==> config.mk <==
export PLATFORM = sky130hd
export DESIGN_NAME = pcs_debug_regs
export DESIGN_NICKNAME = d
export VERILOG_FILES = /design/src/rtl/pcs_pkg.sv /design/src/rtl/pcs_apb_decode.sv /design/src/rtl/pcs_sample_latch.sv /design/src/rtl/pcs_ctrl_regs.sv /design/src/rtl/pcs_debug_regs.sv
export SDC_FILE = /design/constraint.sdc
export NUM_CORES = 1
export LEC_CHECK = 0
export BUFFER_PORTS_ARGS = -buffer_cell sky130_fd_sc_hd__buf_2
export CAP_MARGIN = 0
export CORE_MARGIN = 4
export CORE_UTILIZATION = 55
export CTS_CLUSTER_DIAMETER = 200
export DETAILED_ROUTE_END_ITERATION = 12
export HOLD_SLACK_MARGIN = 0.1
export PLACE_DENSITY_LB_ADDON = 0.15
export SLEW_MARGIN = 10
export SYNTH_ARGS = -nofsm -noshare
export SYNTH_HDL_FRONTEND = slang
export SYNTH_HIERARCHICAL = 1
export SYNTH_SLANG_ARGS = --single-unit
==> constraint.sdc <==
create_clock -name clk -period 4.85 [get_ports clk]
set_input_delay 0.97 -clock clk [delete_from_list [all_inputs] [get_ports clk]]
set_output_delay 0.97 -clock clk [all_outputs]
set_load 0.01 [all_outputs]
==> src/rtl/pcs_pkg.sv <==
package pcs_pkg;

  localparam logic [11:0] OFS_PCLO = 12'h0A0;
  localparam logic [11:0] OFS_CTX  = 12'h0A4;
  localparam logic [11:0] OFS_VIRT = 12'h0A8;
  localparam logic [11:0] OFS_PCHI = 12'h0AC;
  localparam logic [11:0] OFS_OSLK = 12'h300;
  localparam logic [11:0] OFS_PCTL = 12'h310;
  localparam logic [11:0] OFS_PSTS = 12'h314;
  localparam logic [11:0] OFS_ID1  = 12'hFC4;
  localparam logic [11:0] OFS_ID0  = 12'hFC8;

  typedef enum logic [3:0] {
    SEL_NONE, SEL_PCLO, SEL_CTX, SEL_VIRT, SEL_PCHI,
    SEL_OSLK, SEL_PCTL, SEL_PSTS, SEL_ID1, SEL_ID0
  } reg_sel_e;

  typedef struct packed {
    logic        ns;
    logic        el2;
    logic        el3;
    logic        aa64;
    logic [19:0] rsvd;
    logic [7:0]  vmid;
  } virt_word_t;

endpackage

==> src/rtl/pcs_apb_decode.sv <==
module pcs_apb_decode
  import pcs_pkg::*;
#(
  parameter int ADDR_W = 12
) (
  input  logic              psel,
  input  logic              penable,
  input  logic              pwrite,
  input  logic [ADDR_W-1:0] paddr,
  output reg_sel_e          sel,
  output logic              rd_stb,
  output logic              wr_stb
);

  always_comb begin
    case (paddr)
      ADDR_W'(OFS_PCLO): sel = SEL_PCLO;
      ADDR_W'(OFS_CTX):  sel = SEL_CTX;
      ADDR_W'(OFS_VIRT): sel = SEL_VIRT;
      ADDR_W'(OFS_PCHI): sel = SEL_PCHI;
      ADDR_W'(OFS_OSLK): sel = SEL_OSLK;
      ADDR_W'(OFS_PCTL): sel = SEL_PCTL;
      ADDR_W'(OFS_PSTS): sel = SEL_PSTS;
      ADDR_W'(OFS_ID1):  sel = SEL_ID1;
      ADDR_W'(OFS_ID0):  sel = SEL_ID0;
      default:           sel = SEL_NONE;
    endcase
  end

  assign rd_stb = psel && penable && !pwrite;
  assign wr_stb = psel && penable && pwrite;

endmodule

==> src/rtl/pcs_sample_latch.sv <==
module pcs_sample_latch
  import pcs_pkg::*;
#(
  parameter int HI_W  = 32,
  parameter int CTX_W = 32
) (
  input  logic             clk,
  input  logic             rst_n,
  input  logic             cap_en,
  input  logic [HI_W-1:0]  pc_hi_in,
  input  logic [CTX_W-1:0] ctx_in,
  input  virt_word_t       virt_in,
  output logic [HI_W-1:0]  pc_hi_q,
  output logic [CTX_W-1:0] ctx_q,
  output virt_word_t       virt_q
);

  logic [HI_W-1:0]  pc_hi_d;
  logic [CTX_W-1:0] ctx_d;
  virt_word_t       virt_d;

  always_comb begin
    pc_hi_d = pc_hi_q;
    ctx_d   = ctx_q;
    virt_d  = virt_q;
    if (cap_en) begin
      pc_hi_d = pc_hi_in;
      ctx_d   = ctx_in;
      virt_d  = virt_in;
    end
  end

  always_ff @(posedge clk or negedge rst_n) begin
    if (!rst_n) begin
      pc_hi_q <= '0;
      ctx_q   <= '0;
      virt_q  <= '0;
    end else begin
      pc_hi_q <= pc_hi_d;
      ctx_q   <= ctx_d;
      virt_q  <= virt_d;
    end
  end

  logic past_ok;
  always_ff @(posedge clk or negedge rst_n) begin
    if (!rst_n) past_ok <= 1'b0;
    else        past_ok <= 1'b1;
  end


  capture_load_chk: assert property (@(posedge clk) disable iff (!rst_n)
    past_ok && $past(cap_en) |->
      (pc_hi_q == $past(pc_hi_in)) && (ctx_q == $past(ctx_in)) && (virt_q == $past(virt_in)));


  capture_hold_chk: assert property (@(posedge clk) disable iff (!rst_n)
    past_ok && !$past(cap_en) |->
      $stable(pc_hi_q) && $stable(ctx_q) && $stable(virt_q));

endmodule

==> src/rtl/pcs_ctrl_regs.sv <==
module pcs_ctrl_regs (
  input  logic        clk,
  input  logic        rst_n,
  input  logic        wr_oslk,
  input  logic        wr_pctl,
  input  logic [31:0] wdata,
  output logic        os_lock,
  output logic        pctl_up,
  output logic        pctl_nopd
);

  logic os_lock_d, pctl_up_d, pctl_nopd_d;

  always_comb begin
    os_lock_d   = os_lock;
    pctl_up_d   = pctl_up;
    pctl_nopd_d = pctl_nopd;
    if (wr_oslk) os_lock_d = wdata[0];
    if (wr_pctl) begin
      pctl_up_d   = wdata[3];
      pctl_nopd_d = wdata[0];
    end
  end

  always_ff @(posedge clk or negedge rst_n) begin
    if (!rst_n) begin
      os_lock   <= 1'b1;
      pctl_up   <= 1'b0;
      pctl_nopd <= 1'b0;
    end else begin
      os_lock   <= os_lock_d;
      pctl_up   <= pctl_up_d;
      pctl_nopd <= pctl_nopd_d;
    end
  end

  logic past_ok;
  always_ff @(posedge clk or negedge rst_n) begin
    if (!rst_n) past_ok <= 1'b0;
    else        past_ok <= 1'b1;
  end


  oslock_clear_chk: assert property (@(posedge clk) disable iff (!rst_n)
    past_ok && $past(wr_oslk) && !$past(wdata[0]) |-> !os_lock);


  pwr_req_load_chk: assert property (@(posedge clk) disable iff (!rst_n)
    past_ok && $past(wr_pctl) |-> (pctl_up == $past(wdata[3])) && (pctl_nopd == $past(wdata[0])));


  pwr_req_hold_chk: assert property (@(posedge clk) disable iff (!rst_n)
    past_ok && !$past(wr_pctl) |-> $stable(pctl_up) && $stable(pctl_nopd));

endmodule

==> src/rtl/pcs_debug_regs.sv <==
module pcs_debug_regs
  import pcs_pkg::*;
#(
  parameter int          ADDR_W       = 12,
  parameter int          PC_W         = 64,
  parameter int          CTX_W        = 32,
  parameter int          VMID_W       = 8,
  parameter logic [3:0]  SAMPLE_LEVEL = 4'd3,
  parameter logic [3:0]  PC_OFS_MODE  = 4'd0
) (
  input  logic              clk,
  input  logic              rst_n,
  input  logic              psel,
  input  logic              penable,
  input  logic              pwrite,
  input  logic [ADDR_W-1:0] paddr,
  input  logic [31:0]       pwdata,
  output logic [31:0]       prdata,
  output logic              pready,
  input  logic [PC_W-1:0]   core_pc,
  input  logic [CTX_W-1:0]  core_ctx,
  input  logic              core_ns,
  input  logic              core_el2,
  input  logic              core_el3,
  input  logic              core_aa64,
  input  logic [VMID_W-1:0] core_vmid,
  input  logic              core_prohibit,
  input  logic              core_dlock,
  input  logic              pwr_ack,
  output logic              pwr_up_req,
  output logic              no_pdn_req
);

  localparam int HI_W = PC_W - 32;

  reg_sel_e sel;
  logic rd_stb, wr_stb;

  pcs_apb_decode #(.ADDR_W(ADDR_W)) u_dec (
    .psel(psel), .penable(penable), .pwrite(pwrite), .paddr(paddr),
    .sel(sel), .rd_stb(rd_stb), .wr_stb(wr_stb)
  );

  logic os_lock, pctl_up, pctl_nopd;

  pcs_ctrl_regs u_ctrl (
    .clk(clk), .rst_n(rst_n),
    .wr_oslk(wr_stb && sel == SEL_OSLK),
    .wr_pctl(wr_stb && sel == SEL_PCTL),
    .wdata(pwdata),
    .os_lock(os_lock), .pctl_up(pctl_up), .pctl_nopd(pctl_nopd)
  );

  logic access_ok, cap_en;
  assign access_ok = !os_lock && !core_dlock && pwr_ack;
  assign cap_en    = rd_stb && sel == SEL_PCLO && access_ok && !core_prohibit;

  virt_word_t virt_live;
  always_comb begin
    virt_live      = '0;
    virt_live.ns   = core_ns;
    virt_live.el2  = core_el2;
    virt_live.el3  = core_el3;
    virt_live.aa64 = core_aa64;
    virt_live.vmid = 8'(core_vmid);
  end

  logic [HI_W-1:0]  pc_hi_q;
  logic [CTX_W-1:0] ctx_q;
  virt_word_t       virt_q;

  pcs_sample_latch #(.HI_W(HI_W), .CTX_W(CTX_W)) u_latch (
    .clk(clk), .rst_n(rst_n), .cap_en(cap_en),
    .pc_hi_in(core_pc[PC_W-1:32]), .ctx_in(core_ctx), .virt_in(virt_live),
    .pc_hi_q(pc_hi_q), .ctx_q(ctx_q), .virt_q(virt_q)
  );

  logic [31:0] rd_word;
  always_comb begin
    rd_word = '0;
    case (sel)
      SEL_PCLO: if (access_ok) rd_word = core_prohibit ? 32'hFFFF_FFFF : core_pc[31:0];
      SEL_PCHI: if (access_ok) rd_word = 32'(pc_hi_q);
      SEL_CTX:  if (access_ok && SAMPLE_LEVEL >= 4'd2) rd_word = 32'(ctx_q);
      SEL_VIRT: if (access_ok && SAMPLE_LEVEL >= 4'd3) rd_word = virt_q;
      SEL_OSLK: rd_word = '0;
      SEL_PCTL: rd_word = {28'd0, pctl_up, 2'b00, pctl_nopd};
      SEL_PSTS: rd_word = {25'd0, core_dlock, 5'd0, pwr_ack};
      SEL_ID1:  rd_word = {28'd0, PC_OFS_MODE};
      SEL_ID0:  rd_word = {28'd0, SAMPLE_LEVEL};
      default:  rd_word = '0;
    endcase
  end

  assign prdata     = rd_stb ? rd_word : '0;
  assign pready     = 1'b1;
  assign pwr_up_req = pctl_up;
  assign no_pdn_req = pctl_nopd;

endmodule

==> results.json <==
{
  "end_kind": "output port",
  "synth.cells.most_frequent": "98 x dfrtp_1, 72 x mux2_2, 42 x nand2_1",
  "vias_per_cell": 5.59,
  "cp_max_fo": 16,
  "cts_made_buffers": 9,
  "p_sw_mw": 0.371,
  "synth.distinct_cells": 54,
  "drt_iter0_markers": 178,
  "power_mw": 1.49,
  "final_cells": 750,
  "ctsRootBufferMaster": "clkbuf_8",
  "cp-start-kind": "input pin",
  "ys_ff_latch": 99,
  "pwr-share-comb": 0.060,
  "clk_pin_slew_worst_paths_ns": 0.10,
  "wl_um": 13500,
  "p_int_mw": 1.12,
  "worst_slack_ns": 0.168,
  "pwr-share-seq": 0.553,
  "port_buffers": 163,
  "die_h_um": 107,
  "coreArea_sq_um": 9370,
  "io_pins": 195,
  "synth_top_cell_area_share": 0.456,
  "synth_area_leader_cell": "dfrtp_1",
  "grt_antenna_before_repair": 0,
  "dp_cells": 734,
  "power-per-cell-area_nw_per_um2": 227,
  "cts.sink_count": 99,
  "grt_pass1_wl_um": 22000,
  "power_frac_clock": 0.386,
  "ir_drop_mv": 0.133,
  "cts_resized": 0,
  "min_period_ns": 4.68,
  "cts_setup_buffers": 0,
  "synth-edff-count": 0,
  "post_drt_wl_per_cell_um": 18.0,
  "postLayoutCellArea_sq_um": 6580,
  "avgSynthCellArea_sq_um": 12.2,
  "clk_path_buf_depth": 2,
  "nets": 776,
  "vias": 4192,
  "drive_gt1_frac": 0.522,
  "gp_congestion": 0.898,
  "drv_cap": 0,
  "dp_hpwl_um": 9640,
  "design.die.area_sq_um": 11400,
  "crit_required_ns": 3.88,
  "ys.flop_type": "dfrtp_1",
  "hp-class": "reg -> reg",
  "crit_type": "in -> out",
  "max_freq_ghz": 0.214,
  "clk_latency_ns": 0.37,
  "cp.arrival_ns": 3.71,
  "track_usage": 0.242,
  "drcViolationCount": 0,
  "slowest_stage": "nor4b_4",
  "relSlewSlack": 0.462,
  "synth_area_sq_um": 5380,
  "cts_tree": "yes",
  "setup_violations": 0,
  "netlist_instances": 441,
  "hold_violations": 0,
  "synth_area_leaders": "dfrtp_1 46%, mux2_2 15%, mux2_4 11%",
  "yosys_warnings": 6,
  "async_flop_share": 1.00,
  "num_rows": 35,
  "antennaDiodeCount": 0,
  "grt_pass1_vias": 4445,
  "dr.pass1.iters": 4,
  "area_delta_synth_final_pct": 22.2,
  "swShare": 0.248,
  "grt_max_degree": 65,
  "cpPeakStageDelay_ns": 0.59,
  "gr-total-overflow": 0,
  "rsz0062_at_grt": "false",
  "crit_top_cell": "buf_2",
  "cellLeakagePower_nw": 3.22,
  "slew_violations": 0,
  "h-tree-depth": 3,
  "period_share": 0.965,
  "status": "finished, final reports clean",
  "skew_ns": 0.0103,
  "seq_area_frac_synth": 0.460,
  "preCtsSetupSlack_ns": 0.210,
  "yosysMostFrequentCell": "dfrtp_1",
  "hold_buffers": 0,
  "place_area_sq_um": 6360,
  "die_w_um": 107,
  "crit_chain": "buf_2 > or3_4 > nor4_2 > nor2_1 > o32ai_4 > nor4b_4 > buf_4 > o21ai_0 > a31oi_1 > buf_2",
  "ant_nets": 0,
  "setup_tns_ns": 0,
  "initial_core_util": 0.574,
  "worst_pin_slew_ns": 0.807
}
## cells in the final DEF, fill, tap and decap left out, drive strengths merged, types with 2 or more instances in the layout
cell,n
buf,178
mux2,112
dfrtp,98
nand2,42
o21ai,29
conb,21
a31oi,18
a22o,18
a21oi,12
nor2,10
a22oi,10
clkbuf,9
nand2b,6
nor3,5
inv,5
o21a,4
a221oi,4
o22ai,4
nor2b,4
nor3b,3
a32o,3
clkinv,3
nand4,2
nand3,2
and3,2
nor4,2
## area by class of cell
class | count | area [sq um]
clock inverters | 7 | 95.1
inverters | 2 | 7.51
flip-flops and latches | 99 | 2480
repair buffers | 178 | 968
multi-input cells | 326 | 2740
fillers | 728 | 2790
well taps | 129 | 161
clock buffers | 9 | 124
## final timing paths
| check | startpoint | to | slack [ns] | depth (start not counted) |
|---|---|---|---|---|
| worst max-delay path | paddr[6] | prdata[12] | 0.17 | 10 |
| worst min-delay path | u_latch/ctx_q[1] | u_latch/ctx_q[1] | 0.52 | 1 |
| worst max register to register | u_ctrl/os_lock | u_latch/virt_q[24] | 2.79 | 5 |
| worst min register to register | u_latch/ctx_q[1] | u_latch/ctx_q[1] | 0.52 | 1 |
| max in group asynchronous | rst_n | u_latch/virt_q[9] | 3.20 | 2 |
| min in group asynchronous | rst_n | u_latch/virt_q[1] | 0.68 | 1 |
## critical path, delay by kind of cell
kind / cells / cell delay (ns)
buffers and inverters: 3 / 0.59
and+or+nand+nor: 4 / 1.38
AOI/OAI and AO/OA: 3 / 0.75
## power groups by stage
stage | Combinational (mW) | Clock, mW | Sequential (mW)
3_3_place_gp | 0.0883 | 0 | 0.842
6_report | 0.0899 | 0.577 | 0.826
3_5_place_dp | 0.0906 | 0 | 0.842
2_1_floorplan | 0.0141 | 0 | 0.842
5_1_grt | 0.101 | 0.622 | 0.826
4_1_cts | 0.0909 | 0.585 | 0.826
## state kept, by name, indices dropped and copies added (netlist names)
register and count:
u_ctrl/os_lock 1, u_ctrl/pctl_nopd 1, u_ctrl/pctl_up 1, u_latch/ctx_q 32, u_latch/pc_hi_q 32, u_latch/virt_q 32
## stage by stage
stage,hold WS [ns],utilization
6_report,0.517,0.702
5_1_grt,0.533,0.702
4_1_cts,0.521,0.702
3_5_place_dp,0.491,0.679
3_3_place_gp,0.483,0.679
2_1_floorplan,0.475,-
## per-layer routing
layer | track usage | share of wire | vias to the layer above
li1 | - | - | 1955
met1 | 0.315 | 0.44 | 2078
met2 | 0.404 | 0.49 | 143
met3 | 0.0554 | 0.058 | 16
met4 | 0.0740 | 0.015 | 0
met5 | 0 | 0 | -
## logic make-up after synthesis
| logic type | count (synthesis) | share of synthesized area |
|---|---|---|
| muxes | 112 | 0.262 |
| AOI/OAI and AO/OA | 106 | 0.133 |
| xor gates and xnor gates | 2 | 0.00325 |
| other | 2 | 0.00140 |
| buffers and inverters | 35 | 0.0497 |
| and+or+nand+nor | 85 | 0.0895 |
| DFF | 99 | 0.460 |
(Power assumes the default switching activity.)
